**config.mk**
```make
export PLATFORM = sky130hd
export DESIGN_NAME = tdm_slot_assigner
export DESIGN_NICKNAME = d
export VERILOG_FILES = /design/src/rtl/tsa_pkg.sv /design/src/rtl/tsa_bit_counter.sv /design/src/rtl/tsa_cfg_shadow.sv /design/src/rtl/tsa_window_decode.sv /design/src/rtl/tsa_rx_capture.sv /design/src/rtl/tdm_slot_assigner.sv
export SDC_FILE = /design/constraint.sdc
export NUM_CORES = 1
export LEC_CHECK = 0
export CORE_ASPECT_RATIO = 1.75
export CORE_UTILIZATION = 63
export CTS_CLUSTER_DIAMETER = 100
export DETAILED_ROUTE_END_ITERATION = 6
export DONT_BUFFER_PORTS = 1
export PLACE_DENSITY = 0.79
export SYNTH_ARGS = -nofsm -noshare
export SYNTH_HDL_FRONTEND = slang
export SYNTH_HIERARCHICAL = 1
export SYNTH_SLANG_ARGS = --single-unit
export TNS_END_PERCENT = 20
```
**constraint.sdc**
```tcl
create_clock -name clk -period 2.6 [get_ports clk]
set_clock_uncertainty 0.2 [all_clocks]
set_input_delay 0.39 -clock clk [delete_from_list [all_inputs] [get_ports clk]]
set_output_delay 0.39 -clock clk [all_outputs]
set_load 0.03 [all_outputs]
```
**src/rtl/tsa_pkg.sv**
```systemverilog
// Package: shared constants and helpers for the time slot assigner.
// Assumes: nothing beyond IEEE 1800-2017.
package tsa_pkg;

    // Level driven on the transmit line while the window is closed.
    localparam logic TX_IDLE_LEVEL = 1'b1;

    // Counter width needed to index every bit of a frame.
    function automatic int frame_cnt_width(input int slot_bits, input int slots);
        return $clog2(slot_bits * slots);
    endfunction

    // Inclusive window membership test.
    function automatic logic pos_in_window(input int unsigned pos,
                                           input int unsigned first,
                                           input int unsigned last);
        return (pos >= first) && (pos <= last);
    endfunction

endpackage

```
**src/rtl/tsa_bit_counter.sv**
```systemverilog
// Module: frame bit position counter.
// Assumes: fsync_i is sampled on the clock edge and marks bit 0 of the next cycle.
// The counter clears on sync, advances once per bit, and holds at its top value.
// live_o drops once the top position has passed without a new sync.
module tsa_bit_counter #(
    parameter int CNT_W = 12
) (
    input  logic             clk,
    input  logic             rst_n,
    input  logic             fsync_i,
    output logic [CNT_W-1:0] pos_o,
    output logic             live_o
);
    localparam logic [CNT_W-1:0] POS_MAX = '1;

    // Track position in frame, clear on sync, saturate without sync.
    always_ff @(posedge clk) begin
        if (!rst_n) begin
            pos_o  <= POS_MAX;
            live_o <= 1'b0;
        end else if (fsync_i) begin
            pos_o  <= '0;
            live_o <= 1'b1;
        end else if (pos_o == POS_MAX) begin
            live_o <= 1'b0;
        end else begin
            pos_o  <= pos_o + 1'b1;
        end
    end
endmodule

```
**src/rtl/tsa_cfg_shadow.sv**
```systemverilog
// Module: working copy of the window bounds.
// Assumes: the programmed fields may change at any time. They are copied only on load_i (sync).
// On reset the window is empty (start at top, stop at zero).
module tsa_cfg_shadow #(
    parameter int CNT_W = 12
) (
    input  logic             clk,
    input  logic             rst_n,
    input  logic             load_i,
    input  logic [CNT_W-1:0] start_i,
    input  logic [CNT_W-1:0] stop_i,
    output logic [CNT_W-1:0] start_o,
    output logic [CNT_W-1:0] stop_o
);
    // Copy the programmed bounds at frame sync only.
    always_ff @(posedge clk) begin
        if (!rst_n) begin
            start_o <= '1;
            stop_o  <= '0;
        end else if (load_i) begin
            start_o <= start_i;
            stop_o  <= stop_i;
        end
    end
endmodule

```
**src/rtl/tsa_window_decode.sv**
```systemverilog
// Module: window decision and transmit line control.
// Assumes: pos_i is the bit currently on the highway and live_i qualifies it.
// Purely combinational. The transmit line idles at TX_IDLE_LEVEL when released.
module tsa_window_decode
    import tsa_pkg::*;
#(
    parameter int CNT_W = 12
) (
    input  logic [CNT_W-1:0] pos_i,
    input  logic             live_i,
    input  logic [CNT_W-1:0] start_i,
    input  logic [CNT_W-1:0] stop_i,
    input  logic             tx_bit_i,
    output logic             win_o,
    output logic             txd_o,
    output logic             txd_oe_o
);
    // Decide window membership for the current bit.
    always_comb begin
        win_o = live_i && pos_in_window(32'(pos_i), 32'(start_i), 32'(stop_i));
    end

    // Drive or release the shared transmit line.
    always_comb begin
        txd_oe_o = win_o;
        txd_o    = win_o ? tx_bit_i : TX_IDLE_LEVEL;
    end
endmodule

```
**src/rtl/tsa_rx_capture.sv**
```systemverilog
// Module: receive bit capture for the channel.
// Assumes: win_i marks that the bit on rxd_i belongs to the channel.
// Produces the bit and a strobe one cycle after the in-window bit.
module tsa_rx_capture (
    input  logic clk,
    input  logic rst_n,
    input  logic win_i,
    input  logic rxd_i,
    output logic data_o,
    output logic strobe_o
);
    // Register in-window receive bits and flag them for one cycle.
    always_ff @(posedge clk) begin
        if (!rst_n) begin
            data_o   <= 1'b0;
            strobe_o <= 1'b0;
        end else begin
            strobe_o <= win_i;
            if (win_i) begin
                data_o <= rxd_i;
            end
        end
    end
endmodule

```
**src/rtl/tdm_slot_assigner.sv**
```systemverilog
// Module: top of the TDM time slot assigner.
// Assumes: clk is the highway bit clock and fsync_i is a single-cycle sync pulse.
// Frame length up to SLOT_W*NUM_SLOTS bits. Window bounds are bit positions from sync.
module tdm_slot_assigner
    import tsa_pkg::*;
#(
    parameter  int SLOT_W    = 8,
    parameter  int NUM_SLOTS = 512,
    localparam int CNT_W     = frame_cnt_width(SLOT_W, NUM_SLOTS)
) (
    input  logic             clk,
    input  logic             rst_n,
    input  logic             fsync_i,
    input  logic             rxd_i,
    output logic             txd_o,
    output logic             txd_oe_o,
    input  logic [CNT_W-1:0] cfg_start_i,
    input  logic [CNT_W-1:0] cfg_stop_i,
    input  logic             tx_data_i,
    output logic             rx_data_o,
    output logic             rx_strobe_o,
    output logic             win_o
);
    logic [CNT_W-1:0] bit_pos;
    logic             pos_live;
    logic [CNT_W-1:0] act_start;
    logic [CNT_W-1:0] act_stop;

    tsa_bit_counter #(.CNT_W(CNT_W)) u_cnt (
        .clk     (clk),
        .rst_n   (rst_n),
        .fsync_i (fsync_i),
        .pos_o   (bit_pos),
        .live_o  (pos_live)
    );

    tsa_cfg_shadow #(.CNT_W(CNT_W)) u_cfg (
        .clk     (clk),
        .rst_n   (rst_n),
        .load_i  (fsync_i),
        .start_i (cfg_start_i),
        .stop_i  (cfg_stop_i),
        .start_o (act_start),
        .stop_o  (act_stop)
    );

    tsa_window_decode #(.CNT_W(CNT_W)) u_win (
        .pos_i    (bit_pos),
        .live_i   (pos_live),
        .start_i  (act_start),
        .stop_i   (act_stop),
        .tx_bit_i (tx_data_i),
        .win_o    (win_o),
        .txd_o    (txd_o),
        .txd_oe_o (txd_oe_o)
    );

    tsa_rx_capture u_rx (
        .clk      (clk),
        .rst_n    (rst_n),
        .win_i    (win_o),
        .rxd_i    (rxd_i),
        .data_o   (rx_data_o),
        .strobe_o (rx_strobe_o)
    );
endmodule

```
==> results.md, run 1 <==
- Leakage power: 0.00114 uW
- Final Power: 1370 uW
- Global-route wire length before repair: 7330 um
- R2r startpoint: u_cfg/stop_o[7]
- Max frequency: 384 MHz
- Number of synthesized register bits: 39
- Status: finished with violations
- Max Cap Viol: 0
- Port buffer count: 0
- Yosys Warn Count: 6
- Layout cells sized above 1: 0.275
- Final Util: 0.766
- RSZ-0062 raised after global routing: true
- Post-synth EDFFs: 0
- CP endpoint kind: output port
- Combinational share of power: 0.232
- Total track usage: 0.275
- Crit-path max FO: 4
- Peak supply drop: 513 uV
- Crit path arrival time: 2020 ps
- Post-route minimum period: 2610 ps
- Rel. slew slack: 0.368
- Net switching power figure: 388 uW
- CP Launch Type: flip-flop
- Root Buffer: clkbuf_8
- Die Y: 80.8 um
- Cell Area, Synth: 2240 um^2
- Worst min path class: input port to flip-flop
- Worst setup margin: -6.36 ps
- Post-Syn Area per Cell: 9.43 um^2
- Hold Path Depth: 1
- Initial Util: 0.658
- Top Ports: 34
- Vias: 1794
- R2R depth: 9
- Cell Pwr Density: 525 nW/um^2
- Sequential share of power: 0.499
- Post-synth cell types: 46
- Post-synthesis net count: 291
- Hold Path End: u_cnt/pos_o[0]
- CP peak stage delay: 380 ps
- R2R setup slack: 320 ps
- Routed Antenna Nets: 0
- Hold_sp: fsync_i
- Drt drc: 0
- Antenna violations before repair: 0
- FF-to-FF End: u_rx/data_o
- FP Rows: 28
- DRT Pass-1 Iters: 5
- Final Hold Violating Endpoints: 0
- Slew Limit Fails: 0
- Clock slew at reported path FFs: 70 ps
- Crit-path cells: inv_1, ha_4, nand4_1, or3_1, o311a_1, a21oi_2, buf_12
- Final wirelength: 4990 um
- Core box area: 3400 um^2
- DRT iter0 DRCs: 94
- Post-Syn Instances: 237
- Final Cycle Share: 1.00
- Sink Count: 39
- Setup CP Type: flip-flop to output port
- Vias per inst: 6.14
- Area delta synth->final: 16.5%
- Failing checks: negative setup slack
- Commonest non-fill, non-tap cell in the layout: mux2i_1
- H-Tree Depth: 2
- Gp weighted congestion: 0.863
- CTS tree: yes
- Synth async-reset ratio: 0
- Commonest non-fill, non-tap cells in the layout: mux2i_1, inv_1, dfxtp_1
- Wire per inst: 17.1 um
- Post-synth top flop: dfxtp_1
- Full die area: 3800 um^2
- HPWL Detailed: 3150 um
- GRT Residual Overflow: 0
- Critical-path top delay cell: or3_1
- Die Wd: 47.0 um
- Least-Margin Pin Slew: 945 ps
- Largest net degree at the start of global routing: 35
- Antenna diodes: 0
- Clk network pwr share: 0.270
- CP required: 2010 ps
- CTS buffer count: 5
- Clk_lat worst skew: 280 ps
- CTS max path bufs: 2
- Endpoints failing setup: 2
- Cell Int Power: 980 uW
- Register area share after synthesis: 0.349
- Switching share of power: 0.284
- Nets: 302
- Vias in the first global route: 1689
- Fillers: 240
==> per-stage QoR <==
stage | cells | hold WS [ps] | worst slack [ps] | instance area (um^2) | setup TNS [ps]
after global placement | 282 | 252 | 262 | 2300 | 0
final | 292 | 15.0 | -6.36 | 2600 | -12.7
after CTS | 291 | 3.68 | 1.92 | 2450 | 0
after floorplan | 237 | 242 | 157 | 2240 | 0
after detailed placement | 282 | 255 | 236 | 2300 | 0
after global routing | 292 | 13.6 | -46.0 | 2600 | -106
==> power by group through the flow <==
| stage | registers (uW) | logic [uW] | clock network (uW) |
|---|---|---|---|
| floorplan | 682 | 203 | 0 |
| global placement | 683 | 237 | 0 |
| detailed placement | 684 | 247 | 0 |
| CTS | 672 | 269 | 383 |
| global route | 687 | 346 | 403 |
| finish | 682 | 317 | 369 |
==> routing by layer <==
metal  up-vias  routed length, um  global-route usage  part of all wire
met4         0                129               0.131             0.026
met5         -                  0                   0                 0
li1        858                  -                   -                 -
met1       836               1950               0.296              0.39
met2        81               2670               0.478              0.53
met3        19                237              0.0644             0.048
==> synth_stat cells, types with 2 or more instances <==
library cell,number,share of area
nor3_1,3,0.0067
a21o_1,2,0.0067
a21oi_1,11,0.025
o31ai_2,2,0.011
a211o_1,2,0.0078
inv_1,25,0.042
and2_2,2,0.0067
nor2b_1,15,0.042
o21ai_0,7,0.016
nor2_1,3,0.0050
and3_2,2,0.0067
dfxtp_1,39,0.35
xnor2_1,2,0.0078
nand4_1,5,0.014
or3_1,2,0.0056
a31oi_1,4,0.011
clkbuf_1,3,0.0050
ha_1,25,0.14
nand2_1,19,0.032
and4_2,2,0.0090
nand3_1,6,0.013
buf_6,2,0.010
mux2i_1,27,0.12
o31ai_1,4,0.013
nand2b_1,2,0.0056
==> timing repair <==
item,CTS,global route
buffers inserted,0,1
endpoints found under the hold margin,24,0
pin swaps,4,13
cloned,0,0
resized for setup,12,31
setup endpoints to repair,3,3
hold buffers,3,0
==> registers in the layout, indices dropped and copies added, names as in the netlist <==
register,cells
u_rx/strobe_o,1
u_cfg/stop_o,12
u_cnt/pos_o,12
u_rx/data_o,1
u_cnt/live_o,1
u_cfg/start_o,12
==> worst max-delay path by stage <==
stage,startpoint,to,depth (start not counted)
after floorplan,u_cnt/pos_o[1],win_o,7
after global placement,u_cnt/pos_o[7],txd_o,5
after detailed placement,u_cnt/pos_o[7],txd_o,5
after CTS,u_cfg/stop_o[7],txd_oe_o,7
after global routing,u_cfg/stop_o[9],win_o,7
final,u_cfg/stop_o[7],win_o,7
==> worst max-delay path, delay by kind of cell, from the launching register on <==
| family | cells | cell delay, ps |
|---|---|---|
| flip-flops | 1 | 330 |
| AO/OA/AOI/OAI | 2 | 340 |
| adder cells (fa/ha/maj) | 1 | 290 |
| buffers and inverters | 2 | 240 |
| AND/OR/NAND/NOR | 2 | 520 |
==> logic make-up after synthesis <==
logic type               after synthesis  synth area share
XOR/XNOR                               2           0.00784
multiplexers                          27             0.121
flip-flops                            39             0.349
AO/OA/AOI/OAI                         42             0.129
buffers and inverters                 33            0.0733
adder cells (fa/ha/maj)               25             0.140
AND/OR/NAND/NOR                       69             0.180
==> final cells by class <==
class | instances | area (um^2) | area share
timing repair buffer | 12 | 110 | 0.0423
clock buffer | 6 | 72.6 | 0.0279
tap | 45 | 56.3 | 0.0216
sequential | 39 | 805 | 0.309
multi-input combinational | 165 | 1470 | 0.563
inverter | 25 | 93.8 | 0.0360
No activity file was read; power rests on OpenSTA's default activity.
==> run 2, diff against run 1 <==
--- a/config.mk
+++ b/config.mk
@@ -5,6 +5,7 @@
 export SDC_FILE = /design/constraint.sdc
 export NUM_CORES = 1
 export LEC_CHECK = 0
+export CAP_MARGIN = 15
 export CORE_ASPECT_RATIO = 1.75
 export CORE_UTILIZATION = 63
 export CTS_CLUSTER_DIAMETER = 100
==> constraint.sdc (replaced) <==
create_clock -name clk -period 2.8 [get_ports clk]
set_clock_uncertainty 0.2 [all_clocks]
set_input_delay 0.42 -clock clk [delete_from_list [all_inputs] [get_ports clk]]
set_output_delay 0.42 -clock clk [all_outputs]
set_load 0.03 [all_outputs]
==> results.md, run 2 (synthesis results as in run 1) <==
- Status: finished, final reports clean
- Final wirelength: 4440 um (-11%)
- CP Launch Type: flip-flop
- Clk_lat worst skew: 300 ps (+20 ps)
- Die Y: 80.8 um (unchanged)
- Endpoints failing setup: 0 (-2)
- Net switching power figure: 352 uW (-9.2%)
- Sink Count: 39 (unchanged)
- Least-Margin Pin Slew: 892 ps (-53.2 ps)
- Full die area: 3800 um^2 (unchanged)
- GRT Residual Overflow: 0 (unchanged)
- Rel. slew slack: 0.403 (+0.0356)
- Routed Antenna Nets: 0 (unchanged)
- RSZ-0062 raised after global routing: true
- Die Wd: 47.0 um (unchanged)
- Crit path arrival time: 2140 ps (+120 ps)
- Vias in the first global route: 1595 (-5.6%)
- HPWL Detailed: 3110 um (-1.3%)
- Layout cells sized above 1: 0.119 (-0.156)
- Slew Limit Fails: 0 (unchanged)
- Postcts setup bufs: 0 (unchanged)
- Top flop regs: u_cfg/start_o: 12 flops, u_cfg/stop_o: 12 flops, u_cnt/pos_o: 12 flops
- H-Tree Depth: 2 (unchanged)
- Cell Pwr Density: 557 nW/um^2 (+6.1%)
- CP endpoint kind: output port
- Vias: 1687 (-6.0%)
- Total track usage: 0.266 (-0.00893)
- Commonest non-fill, non-tap cells in the layout: dfxtp_1, mux2i_1, inv_1, ha_1, nand2_1
- TNS Setup: 0 ps (+12.7 ps)
- Gp weighted congestion: 0.864 (+0.17%)
- Setup CP Type: flip-flop to output port
- Final Cycle Share: 0.987
- Top Ports: 34 (unchanged)
- Clock slew at reported path FFs: 70 ps (about the same)
- Final Hold Violating Endpoints: 0 (unchanged)
- Worst min path class: input port to flip-flop
- CTS tree: yes
- DRT Pass-1 Iters: 4 (-1)
- Nets: 296 (-2.0%)
- DRT iter0 DRCs: 38 (-60%)
- Register area: 785 um^2 (-2.5%)
- Clk network pwr share: 0.363 (+0.093)
- # placed instances: 278 (-1.4%)
- Post-place instance area: 2250 um^2 (-2.0%)
- Initial Util: 0.658 (unchanged)
- Fillers: 296 (+23%)
- Root Buffer: clkbuf_8
- Final Util: 0.709 (-0.0571)
- FP Rows: 28 (unchanged)
- Peak supply drop: 429 uV (-16%)
- Cell Int Power: 991 uW (+1.2%)
- Vias per inst: 5.86 (-4.7%)
- Fin area: 2410 um^2 (-7.4%)
- Antenna diodes: 0 (unchanged)
- Antenna violations before repair: 0 (unchanged)
- Max Cap Viol: 0 (unchanged)
- Switching share of power: 0.262 (-0.0215)
- CP required: 2180 ps (+170 ps)
- Global-route wire length before repair: 7150 um (-2.4%)
- CTS max path bufs: 2 (unchanged)
- Sequential share of power: 0.468 (-0.031)
- Multi-input logic area: 1300 um^2 (-11%)
- Wire per inst: 15.4 um (-9.8%)
- Crit-path max FO: 6 (+2)
- Leakage power: 0.00113 uW (-0.97%)
- Port buffer count: 0 (unchanged)
- Drt drc: 0 (unchanged)
- Commonest non-fill, non-tap cell in the layout: dfxtp_1
- Combinational share of power: 0.169 (-0.063)
- Area delta synth->final: 7.78%
- Post-route minimum period: 2760 ps
- Max frequency: 362 MHz
- Largest net degree at the start of global routing: 39 (+11%)
- CTS buffer count: 5 (unchanged)
- Core box area: 3400 um^2 (unchanged)
- Final cell count without fillers: 288 (-1.4%)
[run 2: repair_timing]
action	in CTS	in global routing
pin swaps	0	0
hold buffers	2	0
resized for setup	1	6
endpoints found under the hold margin	23	0
setup endpoints to repair	2	3
[run 2: worst max-delay path: stages (launching register included)]
cell     delay [ps]
dfxtp_1         340
buf_4           160
ha_1            290
a21oi_1         150
nor3_1           70
o31ai_1         500
a21oi_2         140
buf_6           190
[run 2: cell type report]
type,count,share of cell area
Timing Repair Buffer,6,0.0223
Tap cell,45,0.0234
Clock inverter,2,0.0145
Multi-Input combinational cell,165,0.541
Sequential cell,39,0.326
Inverter,25,0.0389
Clock buffer,6,0.0343
[run 2: worst paths after layout]
| path | start | end | slack (ps) | cells past startpoint |
|---|---|---|---|---|
| worst max register to register | u_cnt/pos_o[5] | u_rx/data_o | 450 | 9 |
| worst min-delay path | fsync_i | u_cnt/pos_o[6] | 10 | 1 |
| worst max-delay path | u_cnt/pos_o[5] | win_o | 40 | 7 |
| worst min register to register | u_cfg/start_o[1] | u_cfg/start_o[1] | 280 | 2 |
[run 2: power groups by stage]
stage	registers, uW	logic (uW)	clock network (uW)
global placement	641	205	0
detailed placement	642	212	0
floorplan	633	188	0
CTS	629	222	499
global route	635	255	518
finish	629	227	487
[run 2: stage by stage]
stage / hold WS, ps / setup slack (ps) / total power, uW
finish: 14.3 / 37.0 / 1340
CTS: 8.90 / 9.02 / 1350
global route: 7.65 / -13.6 / 1410
detailed placement: 257 / 339 / 854
global placement: 252 / 387 / 846
floorplan: 242 / 96.1 / 821
[run 2: layer usage]
| layer | up-vias | share of wire | GRT usage |
|---|---|---|---|
| met5 | - | 0 | 0 |
| met4 | 0 | 0.029 | 0.134 |
| met3 | 12 | 0.032 | 0.0622 |
| met2 | 37 | 0.53 | 0.454 |
| met1 | 792 | 0.41 | 0.291 |
| li1 | 846 | - | - |
==> run 3, diff against run 2 <==
--- a/config.mk
+++ b/config.mk
@@ -7,11 +7,12 @@
 export LEC_CHECK = 0
 export CAP_MARGIN = 15
 export CORE_ASPECT_RATIO = 1.75
-export CORE_UTILIZATION = 63
+export CORE_UTILIZATION = 48
 export CTS_CLUSTER_DIAMETER = 100
 export DETAILED_ROUTE_END_ITERATION = 6
 export DONT_BUFFER_PORTS = 1
-export PLACE_DENSITY = 0.79
+export GPL_ROUTABILITY_DRIVEN = 0
+export RECOVER_POWER = 25
 export SYNTH_ARGS = -nofsm -noshare
 export SYNTH_HDL_FRONTEND = slang
 export SYNTH_HIERARCHICAL = 1
==> results.md, run 3 (synthesis results as in run 1) <==
- Initial Util: 0.503 (-0.155)
- R2R setup slack: 450 ps (about the same)
- Root Buffer: clkbuf_8
- Leakage power: 0.00112 uW (-1.4%)
- Largest net degree at the start of global routing: 39 (unchanged)
- H-Tree Depth: 2 (unchanged)
- Least-Margin Pin Slew: 788 ps (-104 ps)
- Switching share of power: 0.270 (+0.00750)
- Port buffer count: 0 (unchanged)
- Vias in the first global route: 1596 (+0.063%)
- R2R depth: 8 (-1)
- DRT iter0 DRCs: 26 (-32%)
- Final Hold Violating Endpoints: 0 (unchanged)
- Nets: 295 (-0.34%)
- Worst path depth: 5 (-2)
- Final Util: 0.536 (-0.173)
- Combinational share of power: 0.171 (+0.002)
- Net switching power figure: 342 uW (-3.0%)
- Final Power: 1270 uW (-5.7%)
- CP endpoint kind: output port
- Crit-path cells: ha_1, nand4_1, or3_1, o311a_1, a211o_2
- Final Cycle Share: 0.972 (-0.0144)
- Vias: 1665 (-1.3%)
- CTS buffer count: 5 (unchanged)
- Drt drc: 0 (unchanged)
- Max frequency: 367 MHz (+1.5%)
- Die Wd: 53.6 um (+14%)
- Die Y: 92.3 um (+14%)
- GRT Residual Overflow: 0 (unchanged)
- Critical-path top delay cell: or3_1
- CP peak stage delay: 410 ps (-90 ps)
- # placed instances: 283 (+1.8%)
- DRT met1 WL: 1940 um (+8.1%)
- Endpoints failing setup: 0 (unchanged)
- Pre-CTS setup slack: 304 ps (-34.6 ps)
- Crit-path max FO: 9 (+3)
- Full die area: 4950 um^2 (+30%)
- FP Rows: 32 (+14%)
- Commonest non-fill, non-tap cell in the layout: dfxtp_1
- Crit path arrival time: 2100 ps (-40 ps)
- Top Ports: 34 (unchanged)
- Sequential share of power: 0.499 (+0.031)
- Cell Pwr Density: 532 nW/um^2 (-4.6%)
- Delay-heaviest family, CP: simple AND/OR/NAND/NOR gates
- Worst min path class: input port to flip-flop
- Total track usage: 0.201 (-0.0647)
- Setup CP Type: flip-flop to output port
- Post-route minimum period: 2720 ps (-40.4 ps)
- Vias per inst: 5.68 (-3.0%)
- Cell Int Power: 925 uW (-6.7%)
- Clk_lat worst skew: 290 ps (about the same)
- Core box area: 4440 um^2 (+31%)
- Worst setup path endpoint: txd_o
- Routed Antenna Nets: 0 (unchanged)
- DR WL met3: 157 um (+11%)
- Area delta synth->final: 6.49%
- Rel. slew slack: 0.473 (+0.0698)
- Crit path buf inv count: 0 (-2)
- CP required: 2180 ps (about the same)
- Commonest non-fill, non-tap cells in the layout: dfxtp_1, mux2i_1, inv_1, ha_1, nand2_1
- Worst setup margin: 77.4 ps (+40.4 ps)
- Wire per inst: 15.4 um (+0.27%)
- Layout cells sized above 1: 0.107 (-0.0119)
- Sink Count: 39 (unchanged)
- Antenna violations before repair: 0 (unchanged)
- Antenna diodes: 0 (unchanged)
- Fillers: 441 (+49%)
- Met2 WL post-DR: 2300 um (-2.7%)
- Final cell count without fillers: 293 (+1.7%)
- Max Cap Viol: 0 (unchanged)
- Status: finished, final reports clean
- Final wirelength: 4530 um (+2.0%)
- CTS tree: yes
- CP Launch Type: flip-flop
- Peak supply drop: 377 uV (-12%)
- HPWL Detailed: 3180 um (+2.3%)
- FF-to-FF End: u_rx/data_o
- CTS max path bufs: 2 (unchanged)
- RSZ-0062 raised after global routing: true
- Clk network pwr share: 0.329 (-0.034)
- Worst Setup SP: u_cnt/pos_o[6]
- Fin Hold WS: 17.3 ps (+2.95 ps)
- DRT Pass-1 Iters: 4 (unchanged)
- Top flop regs: u_cfg/start_o: 12 flops, u_cfg/stop_o: 12 flops, u_cnt/pos_o: 12 flops
- Global-route wire length before repair: 7210 um (+0.87%)
- Max Used Layer: met4
- Slew Limit Fails: 0 (unchanged)
- R2r startpoint: u_cnt/pos_o[6]
- Clock slew at reported path FFs: 80 ps (about the same)
-- run 3: what timing repair did --
action,CTS,global route
endpoints found under the hold margin,18,1
hold buffers,1,1
buffers inserted,0,0
endpoints found under the setup margin,1,3
gates resized for setup,1,4
-- run 3: power groups by stage --
stage	registers [uW]	logic (uW)	clock network, uW
finish	632	217	417
global route	639	246	445
CTS	632	216	429
detailed placement	645	209	0
global placement	644	205	0
floorplan	633	188	0
-- run 3: worst min-delay path by stage --
stage                 startpoint  slack (ps)                end  cells past startpoint
4_1_cts                    rst_n         0.7     u_cnt/pos_o[6]                      1
3_5_place_dp    u_cfg/start_o[9]         260   u_cfg/start_o[9]                      2
5_1_grt                    rst_n          10     u_cnt/pos_o[0]                      1
2_1_floorplan  u_cfg/start_o[10]         240  u_cfg/start_o[10]                      2
6_report                 fsync_i          20     u_cnt/pos_o[7]                      1
3_3_place_gp    u_cfg/start_o[9]         250   u_cfg/start_o[9]                      2
-- run 3: final cells by class --
class,instances,area [um^2],area share
Clock buffer,8,100,0.0420
Multi-Input combinational cell,165,1290,0.543
Tap cell,51,63.8,0.0268
Timing Repair Buffer,5,46.3,0.0194
Sequential cell,39,785,0.329
Inverter,25,93.8,0.0394
-- run 3: layer usage --
metal / global-route usage / up-vias
met5: 0 / -
met4: 0.0943 / 0
met3: 0.0415 / 9
met2: 0.351 / 36
met1: 0.218 / 775
li1: - / 845
-- run 3: per-stage QoR --
| step | area, um^2 | TNS, ps |
|---|---|---|
| 2_1_floorplan | 2240 | 0 |
| 3_3_place_gp | 2250 | 0 |
| 3_5_place_dp | 2250 | 0 |
| 4_1_cts | 2360 | 0 |
| 5_1_grt | 2380 | -35.9 |
| 6_report | 2380 | 0 |
